**src/rtl/rxd_pkg.sv**
```systemverilog
package rxd_pkg;

  typedef enum logic [2:0] {
    RX_IDLE,
    RX_START,
    RX_DATA,
    RX_PAR,
    RX_STOP,
    RX_EXTRA
  } rx_state_e;

  localparam logic [1:0] PAR_ODD      = 2'd1;
  localparam logic [1:0] PAR_EVEN     = 2'd2;
  localparam logic [1:0] STP_ONE_HALF = 2'd1;
  localparam logic [1:0] STP_TWO      = 2'd2;
  localparam logic [3:0] SIZE_SHORT   = 4'd7;

  // parity bit is expected only for the two legal parity codes
  function automatic logic f_par_enabled(input logic [1:0] mode);
    return (mode == PAR_ODD) || (mode == PAR_EVEN);
  endfunction

  // a second stop sample is taken only for the two legal extended codes
  function automatic logic f_wants_extra(input logic [1:0] mode);
    return (mode == STP_ONE_HALF) || (mode == STP_TWO);
  endfunction

  // ticks from first stop sample to the second one
  function automatic int f_extra_ticks(input logic [1:0] mode, input int ovs);
    return (mode == STP_ONE_HALF) ? (ovs * 3) / 4 : ovs;
  endfunction

  // red is the xor of the received data bits
  function automatic logic f_par_wrong(input logic red, input logic pbit, input logic odd);
    return red ^ pbit ^ odd;
  endfunction

endpackage

```
**src/rtl/rxd_sync.sv**
```systemverilog
module rxd_sync #(
  parameter int STAGES = 2
) (
  input  logic clk,
  input  logic rst_n,
  input  logic d_i,
  output logic q_o
);
  localparam int N = (STAGES < 2) ? 2 : STAGES;

  logic [N-1:0] chain_q;

  always_ff @(posedge clk) begin
    if (!rst_n) chain_q <= '1;
    else        chain_q <= {chain_q[N-2:0], d_i};
  end

  assign q_o = chain_q[N-1];
endmodule

```
**src/rtl/rxd_framer.sv**
```systemverilog
module rxd_framer
  import rxd_pkg::*;
#(
  parameter int OVS = 16,
  parameter int DW  = 8
) (
  input  logic          clk,
  input  logic          rst_n,
  input  logic          tick_i,
  input  logic          line_i,
  input  logic [1:0]    par_mode_i,
  input  logic [3:0]    size_i,
  input  logic [1:0]    stop_mode_i,
  output logic          done_o,
  output logic [DW-1:0] data_o,
  output logic          par_on_o,
  output logic          par_odd_o,
  output logic          par_bit_o,
  output logic          stop1_o,
  output logic          stop2_o,
  output logic          short_o
);
  localparam int CW = $clog2(OVS);
  localparam int IW = (DW > 2) ? $clog2(DW) : 1;
  localparam logic [CW-1:0] CNT_LAST   = CW'(OVS - 1);
  localparam logic [CW-1:0] CNT_MID    = CW'(OVS / 2 - 1);
  localparam logic [IW-1:0] IDX_FULL   = IW'(DW - 1);
  localparam logic [IW-1:0] IDX_SHORT  = IW'(DW - 2);

  rx_state_e       state_q;
  logic [CW-1:0]   cnt_q;
  logic [IW-1:0]   idx_q;
  logic [DW-1:0]   data_q;
  logic            pbit_q;
  logic            stop1_q;
  logic            par_on_q;
  logic            par_odd_q;
  logic            short_q;
  logic            extra_q;
  logic [CW-1:0]   extra_lim_q;

  // named events
  logic tick_end, start_chk, start_ok, start_bad, bit_smp, last_bit, stop_smp, extra_smp;

  assign tick_end  = tick_i && (cnt_q == CNT_LAST);
  assign start_chk = (state_q == RX_START) && tick_i && (cnt_q == CNT_MID);
  assign start_ok  = start_chk && !line_i;
  assign start_bad = start_chk && line_i;
  assign bit_smp   = (state_q == RX_DATA) && tick_end;
  assign last_bit  = (idx_q == (short_q ? IDX_SHORT : IDX_FULL));
  assign stop_smp  = (state_q == RX_STOP) && tick_end;
  assign extra_smp = (state_q == RX_EXTRA) && tick_i && (cnt_q == extra_lim_q);

  always_ff @(posedge clk) begin
    if (!rst_n) begin
      state_q     <= RX_IDLE;
      cnt_q       <= '0;
      idx_q       <= '0;
      data_q      <= '0;
      pbit_q      <= 1'b0;
      stop1_q     <= 1'b1;
      par_on_q    <= 1'b0;
      par_odd_q   <= 1'b0;
      short_q     <= 1'b0;
      extra_q     <= 1'b0;
      extra_lim_q <= '0;
    end else begin
      if (tick_i && (state_q != RX_IDLE)) cnt_q <= cnt_q + 1'b1;
      case (state_q)
        RX_IDLE: begin
          if (tick_i && !line_i) begin
            state_q <= RX_START;
            cnt_q   <= '0;
          end
        end
        RX_START: begin
          if (start_bad) begin
            state_q <= RX_IDLE;
          end else if (start_ok) begin
            state_q     <= RX_DATA;
            cnt_q       <= '0;
            idx_q       <= '0;
            data_q      <= '0;
            par_on_q    <= f_par_enabled(par_mode_i);
            par_odd_q   <= (par_mode_i == PAR_ODD);
            short_q     <= (size_i == SIZE_SHORT);
            extra_q     <= f_wants_extra(stop_mode_i);
            extra_lim_q <= CW'(f_extra_ticks(stop_mode_i, OVS) - 1);
          end
        end
        RX_DATA: begin
          if (bit_smp) begin
            data_q[idx_q] <= line_i;
            idx_q         <= idx_q + 1'b1;
            if (last_bit) state_q <= par_on_q ? RX_PAR : RX_STOP;
          end
        end
        RX_PAR: begin
          if (tick_end) begin
            pbit_q  <= line_i;
            state_q <= RX_STOP;
          end
        end
        RX_STOP: begin
          if (stop_smp) begin
            stop1_q <= line_i;
            state_q <= extra_q ? RX_EXTRA : RX_IDLE;
          end
        end
        RX_EXTRA: begin
          if (extra_smp) state_q <= RX_IDLE;
        end
        default: state_q <= RX_IDLE;
      endcase
    end
  end

  assign done_o    = (stop_smp && !extra_q) || extra_smp;
  assign data_o    = data_q;
  assign par_on_o  = par_on_q;
  assign par_odd_o = par_odd_q;
  assign par_bit_o = pbit_q;
  assign stop1_o   = stop_smp ? line_i : stop1_q;
  assign stop2_o   = extra_smp ? line_i : 1'b1;
  assign short_o   = short_q;

  // entering the start check needs a low line at the detecting tick
  a_r2_start_from_low: assert property (@(posedge clk) disable iff (!rst_n)
    $rose(state_q == RX_START) |-> $past(!line_i && tick_i));

  // captured settings hold while a character is being received
  a_r10_cfg_held: assert property (@(posedge clk) disable iff (!rst_n)
    ((state_q != RX_IDLE) && (state_q != RX_START) && $past(state_q != RX_START))
      |-> ($stable(par_on_q) && $stable(short_q) && $stable(extra_q)));

  // the second stop sample is only reached when an extended stop was captured
  a_r8_extra_needs_mode: assert property (@(posedge clk) disable iff (!rst_n)
    extra_smp |-> extra_q);
endmodule

```
**src/rtl/rxd_report.sv**
```systemverilog
module rxd_report
  import rxd_pkg::*;
#(
  parameter int DW = 8
) (
  input  logic          clk,
  input  logic          rst_n,
  input  logic          done_i,
  input  logic [DW-1:0] data_i,
  input  logic          par_on_i,
  input  logic          par_odd_i,
  input  logic          par_bit_i,
  input  logic          stop1_i,
  input  logic          stop2_i,
  input  logic          full_i,
  output logic          push_o,
  output logic [DW-1:0] push_data_o,
  output logic          err_parity_o,
  output logic          err_frame_o,
  output logic          err_break_o,
  output logic          err_overrun_o
);
  logic perr_w, ferr_w, brk_w;

  assign perr_w = par_on_i && f_par_wrong(^data_i, par_bit_i, par_odd_i);
  assign ferr_w = !stop1_i || !stop2_i;
  assign brk_w  = (data_i == '0) && !stop1_i;

  always_ff @(posedge clk) begin
    if (!rst_n) begin
      push_o        <= 1'b0;
      push_data_o   <= '0;
      err_parity_o  <= 1'b0;
      err_frame_o   <= 1'b0;
      err_break_o   <= 1'b0;
      err_overrun_o <= 1'b0;
    end else begin
      push_o        <= done_i && !full_i;
      err_overrun_o <= done_i && full_i;
      err_parity_o  <= done_i && perr_w;
      err_frame_o   <= done_i && ferr_w;
      err_break_o   <= done_i && brk_w;
      if (done_i) push_data_o <= data_i;
    end
  end

  // nothing is written while the FIFO was full
  a_r9_no_push_when_full: assert property (@(posedge clk) disable iff (!rst_n)
    push_o |-> !$past(full_i));
  a_r9_push_or_overrun: assert property (@(posedge clk) disable iff (!rst_n)
    !(push_o && err_overrun_o));
  // a break is always also a framing error
  a_r7_break_is_frame: assert property (@(posedge clk) disable iff (!rst_n)
    err_break_o |-> err_frame_o);
  // parity errors only with parity enabled
  a_r5_parity_needs_enable: assert property (@(posedge clk) disable iff (!rst_n)
    err_parity_o |-> $past(par_on_i));
  // the write strobe lasts one cycle
  a_r3_single_pulse: assert property (@(posedge clk) disable iff (!rst_n)
    push_o |=> !push_o);
endmodule

```
**src/rtl/serial_rx_deframer.sv**
```systemverilog
module serial_rx_deframer
  import rxd_pkg::*;
#(
  parameter int OVS         = 16,
  parameter int DW          = 8,
  parameter int SYNC_STAGES = 2
) (
  input  logic          clk,
  input  logic          rst_n,
  input  logic          rx_serial_i,
  input  logic          baud_tick_i,
  input  logic [1:0]    cfg_parity_i,
  input  logic [3:0]    cfg_size_i,
  input  logic [1:0]    cfg_stop_i,
  input  logic          fifo_full_i,
  output logic          push_o,
  output logic [DW-1:0] push_data_o,
  output logic          err_parity_o,
  output logic          err_frame_o,
  output logic          err_break_o,
  output logic          err_overrun_o
);
  logic          line_w;
  logic          done_w;
  logic [DW-1:0] data_w;
  logic          par_on_w, par_odd_w, par_bit_w, stop1_w, stop2_w, short_w;

  rxd_sync #(.STAGES(SYNC_STAGES)) u_sync (
    .clk   (clk),
    .rst_n (rst_n),
    .d_i   (rx_serial_i),
    .q_o   (line_w)
  );

  rxd_framer #(.OVS(OVS), .DW(DW)) u_framer (
    .clk         (clk),
    .rst_n       (rst_n),
    .tick_i      (baud_tick_i),
    .line_i      (line_w),
    .par_mode_i  (cfg_parity_i),
    .size_i      (cfg_size_i),
    .stop_mode_i (cfg_stop_i),
    .done_o      (done_w),
    .data_o      (data_w),
    .par_on_o    (par_on_w),
    .par_odd_o   (par_odd_w),
    .par_bit_o   (par_bit_w),
    .stop1_o     (stop1_w),
    .stop2_o     (stop2_w),
    .short_o     (short_w)
  );

  rxd_report #(.DW(DW)) u_report (
    .clk           (clk),
    .rst_n         (rst_n),
    .done_i        (done_w),
    .data_i        (data_w),
    .par_on_i      (par_on_w),
    .par_odd_i     (par_odd_w),
    .par_bit_i     (par_bit_w),
    .stop1_i       (stop1_w),
    .stop2_i       (stop2_w),
    .full_i        (fifo_full_i),
    .push_o        (push_o),
    .push_data_o   (push_data_o),
    .err_parity_o  (err_parity_o),
    .err_frame_o   (err_frame_o),
    .err_break_o   (err_break_o),
    .err_overrun_o (err_overrun_o)
  );

  // a short character never carries a top bit
  a_r4_short_msb_clear: assert property (@(posedge clk) disable iff (!rst_n)
    push_o |-> !(short_w && push_data_o[DW-1]));
  // no event appears in the first cycle out of reset
  a_r1_quiet_after_reset: assert property (@(posedge clk)
    !rst_n |=> !(push_o || err_parity_o || err_frame_o || err_break_o || err_overrun_o));
endmodule

```
**config.mk**
```make
export PLATFORM = sky130hd
export DESIGN_NAME = serial_rx_deframer
export DESIGN_NICKNAME = d
export VERILOG_FILES = /design/src/rtl/rxd_pkg.sv /design/src/rtl/rxd_sync.sv /design/src/rtl/rxd_framer.sv /design/src/rtl/rxd_report.sv /design/src/rtl/serial_rx_deframer.sv
export SDC_FILE = /design/constraint.sdc
export NUM_CORES = 1
export LEC_CHECK = 0
export CAP_MARGIN = 0
export CORE_ASPECT_RATIO = 0.75
export CORE_MARGIN = 5
export CORE_UTILIZATION = 54
export CTS_CLUSTER_DIAMETER = 50
export CTS_CLUSTER_SIZE = 30
export DETAILED_ROUTE_END_ITERATION = 8
export PLACE_DENSITY = 0.78
export SLEW_MARGIN = 5
export SYNTH_ARGS = -nofsm -noshare
export SYNTH_HDL_FRONTEND = slang
export SYNTH_HIERARCHICAL = 1
export SYNTH_SLANG_ARGS = --single-unit
```
**constraint.sdc**
```tcl
create_clock -name clk -period 2.7 [get_ports clk]
set_clock_uncertainty 0.15 [all_clocks]
set_input_delay 0.54 -clock clk [delete_from_list [all_inputs] [get_ports clk]]
set_output_delay 0.54 -clock clk [all_outputs]
set_load 0.02 [all_outputs]
```
# [Yosys cells after proc, flatten, opt, wreduce, memory -nomap -nowiden]
# Cells that the tools add are included.
[word_totals] reg_bits=43 out_inout_bits=13 word_cells=118 in_bits=13
[op_classes] n_lt_le_gt_ge=2 addsub=3 bitwise_logic=3 n_reduce_logical=38 n_mux=31 n_eq_ne=23
[ops] op="2-to-1 mux 3 bit" count=13
[ops] op="2-to-1 mux 8 bit" count=3
[ops] op="logical AND 1 bit" count=20
[ops] op="2-to-1 mux 4 bit" count=5
[ops] op="case mux 3 bit (6 select lines)" count=1
[ops] op="case mux 8 bit (2 select lines)" count=1
[ops] op="inequality test 2 x 1 -> 1 bit (second input constant)" count=7
[ops] op="bitwise mux 8 bit" count=1
[ops] op="equality test 4 x 3 -> 1 bit (second input constant)" count=2
[ops] op="zero test 8 bit" count=1
[ops] op="case mux 4 bit (2 select lines)" count=1
[ops] op="parity 8 bit" count=1
[ops] op="AND reduction 7 bit" count=1
[ops] op="equality test 3 x 2 -> 1 bit (second input constant)" count=2
[ops] op="equality test 3 bit (second input constant)" count=2
[ops] op="case mux 3 bit (2 select lines)" count=1
[ops] op="zero test 1 bit" count=5
[ops] op="adder 4 x 1 -> 4 bit (second input constant)" count=1
[ops] op="equality test 2 x 1 -> 1 bit (second input constant)" count=2
[ops] op="equality test 2 bit (second input constant)" count=2
[ops] op="equality test 4 bit" count=1
[ops] op="equality test 4 bit (second input constant)" count=1
[ops] op="logical OR 1 bit" count=4
[ops] op="less-than comparator 3 x 4 -> 1 bit (second input constant)" count=1
[ops] op="other kinds (17)" count=21

# [Logic depth before layout (Yosys ltp)]
[depth] depth_word=7 mapped_depth=8 mapped_depth_nobuf=7

# [Cells and area by module]
# Netlist, hierarchy kept.
[by_module_without_submodules] module="rxd_framer" seq_area_each_um2=520.5 cells_per_inst=162 area_each_um2=1416.4 instances=1
[by_module_without_submodules] module="rxd_report" seq_area_each_um2=260.2 cells_per_inst=54 area_each_um2=570.5 instances=1
[by_module_without_submodules] module="rxd_sync" seq_area_each_um2=40.0 cells_per_inst=4 area_each_um2=52.6 instances=1

# [Worst setup path before layout]
# No wires, ideal clock.
[synth_path] kind="register -> register" from="reg u_framer.cnt_q[3]" to="reg u_report.err_break_o" t_required_ns=2.458 stages_incl_launch_ff=8 t_arrival_ns=1.861 setup_time_ns=0.092 slack_ns=0.598 n_path_buf=1 cell_sequence="dfxtp_1 -> or4_1 -> a211oi_2 -> a21oi_1 -> nor2_1 -> buf_2 -> nand2_1 -> nor4_1"
[synth_via] elab_cells_between_ends=11 cone_classes="eq/ne: 2; mux: 1; reduce/logical: 8"
[synth_lines] item="start, declared" line_no="rxd_framer.sv:31" text="logic [CW-1:0] cnt_q;"
[synth_lines] item="start signal, assigned" line_no="rxd_framer.sv:68" text="if (tick_i && (state_q != RX_IDLE)) cnt_q <= cnt_q + 1'b1;"
[synth_lines] item="equality test 4 bit" line_no="rxd_framer.sv:45" text="assign tick_end = tick_i && (cnt_q == CNT_LAST);"
[synth_lines] item="logical AND 1 bit" line_no="rxd_framer.sv:45"
[synth_lines] item="logical AND 1 bit" line_no="rxd_framer.sv:51" text="assign stop_smp = (state_q == RX_STOP) && tick_end;"
[synth_lines] item="logical AND 1 bit" line_no="rxd_framer.sv:118" text="assign done_o = (stop_smp && !extra_q) || extra_smp;"
[synth_lines] item="logical OR 1 bit (*)" line_no="rxd_framer.sv:118"
[synth_lines] item="named net done_w" line_no="serial_rx_deframer.sv:24" text="logic done_w;"
[synth_lines] item="logical AND 1 bit (*)" line_no="rxd_report.sv:42" text="err_break_o <= done_i && brk_w;"
[synth_lines] item="end signal, assigned" line_no="rxd_report.sv:42"
[synth_lines] item="end, declared" line_no="rxd_report.sv:20" text="output logic err_break_o,"
# Mark *: on every way through the listed nets, which the timed path passes. The rest lies on a longest branch.
# A chain may end at the register's enable or synchronous reset.

# [Final worst setup path]
[layout_path] from="in baud_tick_i" to="reg u_framer.data_q[6], in the netlist u_framer/data_o[6]"
[layout_via] elab_chain_len=5 elab_cells_between_ends=10 cone_classes="eq/ne: 3; reduce/logical: 7"
[layout_lines] item="start, declared" line_no="serial_rx_deframer.sv:11" text="input logic baud_tick_i,"
[layout_lines] item="logical AND 1 bit (2 in a row)" line_no="rxd_framer.sv:46" text="assign start_chk = (state_q == RX_START) && tick_i && (cnt_q == CNT_MID);"
[layout_lines] item="logical AND 1 bit, on equally long branches" line_no="rxd_framer.sv:47, rxd_framer.sv:48"
[layout_lines] item="inequality test 2 x 1 -> 1 bit (no line) / inequality test 2 bit (equally long branches)"
[layout_lines] item="AND reduction 4 bit (no line) (*)"
[layout_lines] item="end signal, assigned by index" line_no="rxd_framer.sv:93" text="data_q[idx_q] <= line_i;"
[layout_lines] item="end, declared" line_no="rxd_framer.sv:33" text="logic [DW-1:0] data_q;"
# Mark *: on every way between the ends. The rest lies on a longest branch, timed or not.

==> summary.md <==
| Metric | Value |
|---|---|
| Status | `finished, final reports clean` |
| Final setup viols | `0` |
| Vias in the first global route | `1549` |
| CTS tree | `done` |
| Syn Inst Count | `220` |
| Setup crit start kind | `primary input` |
| XOR/XNOR share of the synthesized area | `0.0411` |
| Final ANT Viol Nets | `0` |
| Pwr per Cell Area | `approximately 570 nW/um^2` |
| Post-synth top area cell | `dfxtp_1` |
| RD Place Congestion | `just over 0.9` |
| Final count of hold timing violations | `0` |
| Max Slew Vio Count | `0` |
| CP max-delay cell | `clkdlybuf4s50_1` |
| Top FF cell, synth | `dfxtp_1` |
| Yosys reg bits | `41` |
| CP Data Arrival Time | `2340 ps` |
| Post-synthesis simple-gate area fraction | `0.215` |
| Vias | `approximately 1.7k` |
| IO Pins | `26` |
| Worst relative slew slack | `0.511` |
| Initial antenna violation count | `0` |
| Largest stage delay, worst path | `~640 ps` |
| Crit-path max FO | `8` |
| Global-route usage over all layers | `0.189` |
| Ys Warns | `6` |
| Postcts setup bufs | `0` |
| Max Freq | `~0.43 GHz` |
| Clock latency on the worst-skew pair | `roughly 300 ps` |
| Overflow after GRT | `0` |
| Synth cell types | `47` |
| Initial Util | `0.557` |
| Post-synth top cells | `dfxtp_1, nand2_1, mux2i_1, inv_1` |
| Largest net degree at the start of global routing | `18` |
| Seq/Total Area, Yosys | `0.402` |
| Post-synth EDFFs | `0` |
| N_diodes | `0` |
| Setup crit end kind | `flop` |
| Net Count, Synth | `241` |
| Multiplexer share of the synthesized area | `0.104` |
| Worst Tran Pin Value | `730 ps` |
| Pleak | `0.963 nW` |
| CTS Sinks | `41` |
| Routed wire length | `around 4500 um` |
| Routed WL per cell | `14.7 um` |
| Post-synthesis cell area | `around 2000 um^2` |
| Crit path cell chain | `clkdlybuf4s50_1 -> nand4_4 -> or3_4 -> a2111o_1 -> mux2i_1` |
| Synth area leaders | `dfxtp_1, mux2i_1, ha_1, nand2_1, nor2b_1` |
| Global-route wire length before repair | `7510 um` |
| Core area | `approximately 3700 um^2` |
| DR vias/cell | `5.60` |
| Layout cells sized above 1 | `0.0956` |
| Post_cts resized | `0` |
| Die area | `~5100 um^2` |
| CTS H-tree depth | `2` |
| Iter 0 DRT Violations | `167` |
| Final period utilization | `0.853` |
| Post-synth top area share | `0.402` |
| Synth Area in Compound Gates | `0.134` |
| Total power | `about 0.0014 W` |
| Hold Path Class | `flop to flop` |
| Nets | `around 270` |
| MaxCap Viol Count | `0` |
| CTS root buffer | `clkbuf_8` |
| First drt pass iteration count | `4` |
| Maximum VDD drop | `roughly 0.00040 V` |
| Count leader, synth | `dfxtp_1` |
| Max Buffers Root-to-Sink | `2` |
| P&R area growth vs syn | `22.8%` |
| Hold slack | `267 ps` |
| Port Buf Inserts | `25` |
| Die Ht | `between 60 and 70 um` |
| DRC | `0` |
| DP HPWL | `3130 um` |
| Clock transition at path regs | `roughly 80 ps` |
| TNS Setup | `0 ps` |
| Post-synth ARST share | `0` |
| Hold buffers post-CTS | `0` |
| Final min period | `2300 ps` |
| Worst Path Required | `approximately 2700 ps` |
| Syn Area/Cell | `about 9 um^2` |
| Inserted Clock Buffers | `5` |
| Filler instances | `between 300 and 400` |
| Unrepaired setup endpoints after global routing | `no` |
| Area share of fa/ha/maj cells after synthesis | `0.0491` |
| Cell Rows | `19` |
| Crit Path Category | `primary input to flop` |
| Largest family of logic cells by synthesized area | `simple AND/OR/NAND/NOR gates` |
| DIE WIDTH | `between 80 and 90 um` |
[where the power goes]
part / internal (W) / switching [W] / leakage (nW)
Clock: 0.000367 / 0.000219 / 0.0681
Combinational: 0.0000838 / 0.000108 / 0.564
Sequential: 0.000620 / 0.0000240 / 0.331
[routing by layer]
metal,up-vias,global-route usage,share of wire
met3,7,0.0413,0.063
met4,0,0.0844,0.020
met5,-,0,0
met1,787,0.268,0.49
met2,63,0.272,0.43
li1,840,-,-
[path summary, 6_finish.rpt]
kind,from,end,slack [ps],cells past startpoint
setup / recovery,baud_tick_i,u_framer/data_o[6],400,5
hold / removal,u_sync/chain_q[0],u_sync/chain_q[1],270,1
setup reg to reg,u_framer/cnt_q[3],u_report/push_data_o[0],560,7
hold reg to reg,u_sync/chain_q[0],u_sync/chain_q[1],270,1
[flip-flops by register name, indices dropped and copies added (netlist names), 2 cells and up]
signal,cells
u_framer/data_o,8
u_sync/chain_q,2
u_framer/idx_q,3
u_report/push_data_o,8
u_framer/state_q,3
u_framer/extra_lim_q,2
u_framer/cnt_q,4
[layout by cell type (no fill, tap or decap), drive strengths merged, types with 6 or more instances in the layout]
cell type	count
buf	8
o2111ai	6
inv	17
ha	8
clkdlybuf4s50	25
mux2i	19
nor2b	13
dfxtp	41
nor3	8
nor2	13
nand2	22
[per-stage QoR]
step | cell area, um^2 | instances | worst slack (ps) | utilization
floorplan | 2040 | 220 | 598 | -
global placement | 2370 | 295 | 114 | 0.647
detailed placement | 2370 | 295 | 88.5 | 0.647
CTS | 2500 | 303 | 410 | 0.684
global route | 2500 | 303 | 310 | 0.684
finish | 2500 | 303 | 396 | 0.684
[logic make-up after synthesis]
| logic type | after synthesis |
|---|---|
| simple gates | 80 |
| flops | 41 |
| compound gates | 35 |
| buf+inv | 27 |
| mux | 21 |
| xor+xnor | 8 |
| fa+ha+maj | 8 |
[cell type report]
type	count	area [um^2]	share of cell area
inverter	17	63.8	0.0255
sequential	41	821	0.328
tap	52	65.1	0.0260
clock buffer	5	68.8	0.0275
multi-input combinational	152	1110	0.443
timing repair buffer	33	310	0.124
clock inverter	3	65.1	0.0260
[worst max-delay path: cells and delay by family]
family | cells | cell delay (ps)
compound gates | 1 | 430
buf+inv | 1 | 640
mux | 1 | 120
simple gates | 2 | 600
Note: power is estimated with default switching activity, not from simulation.
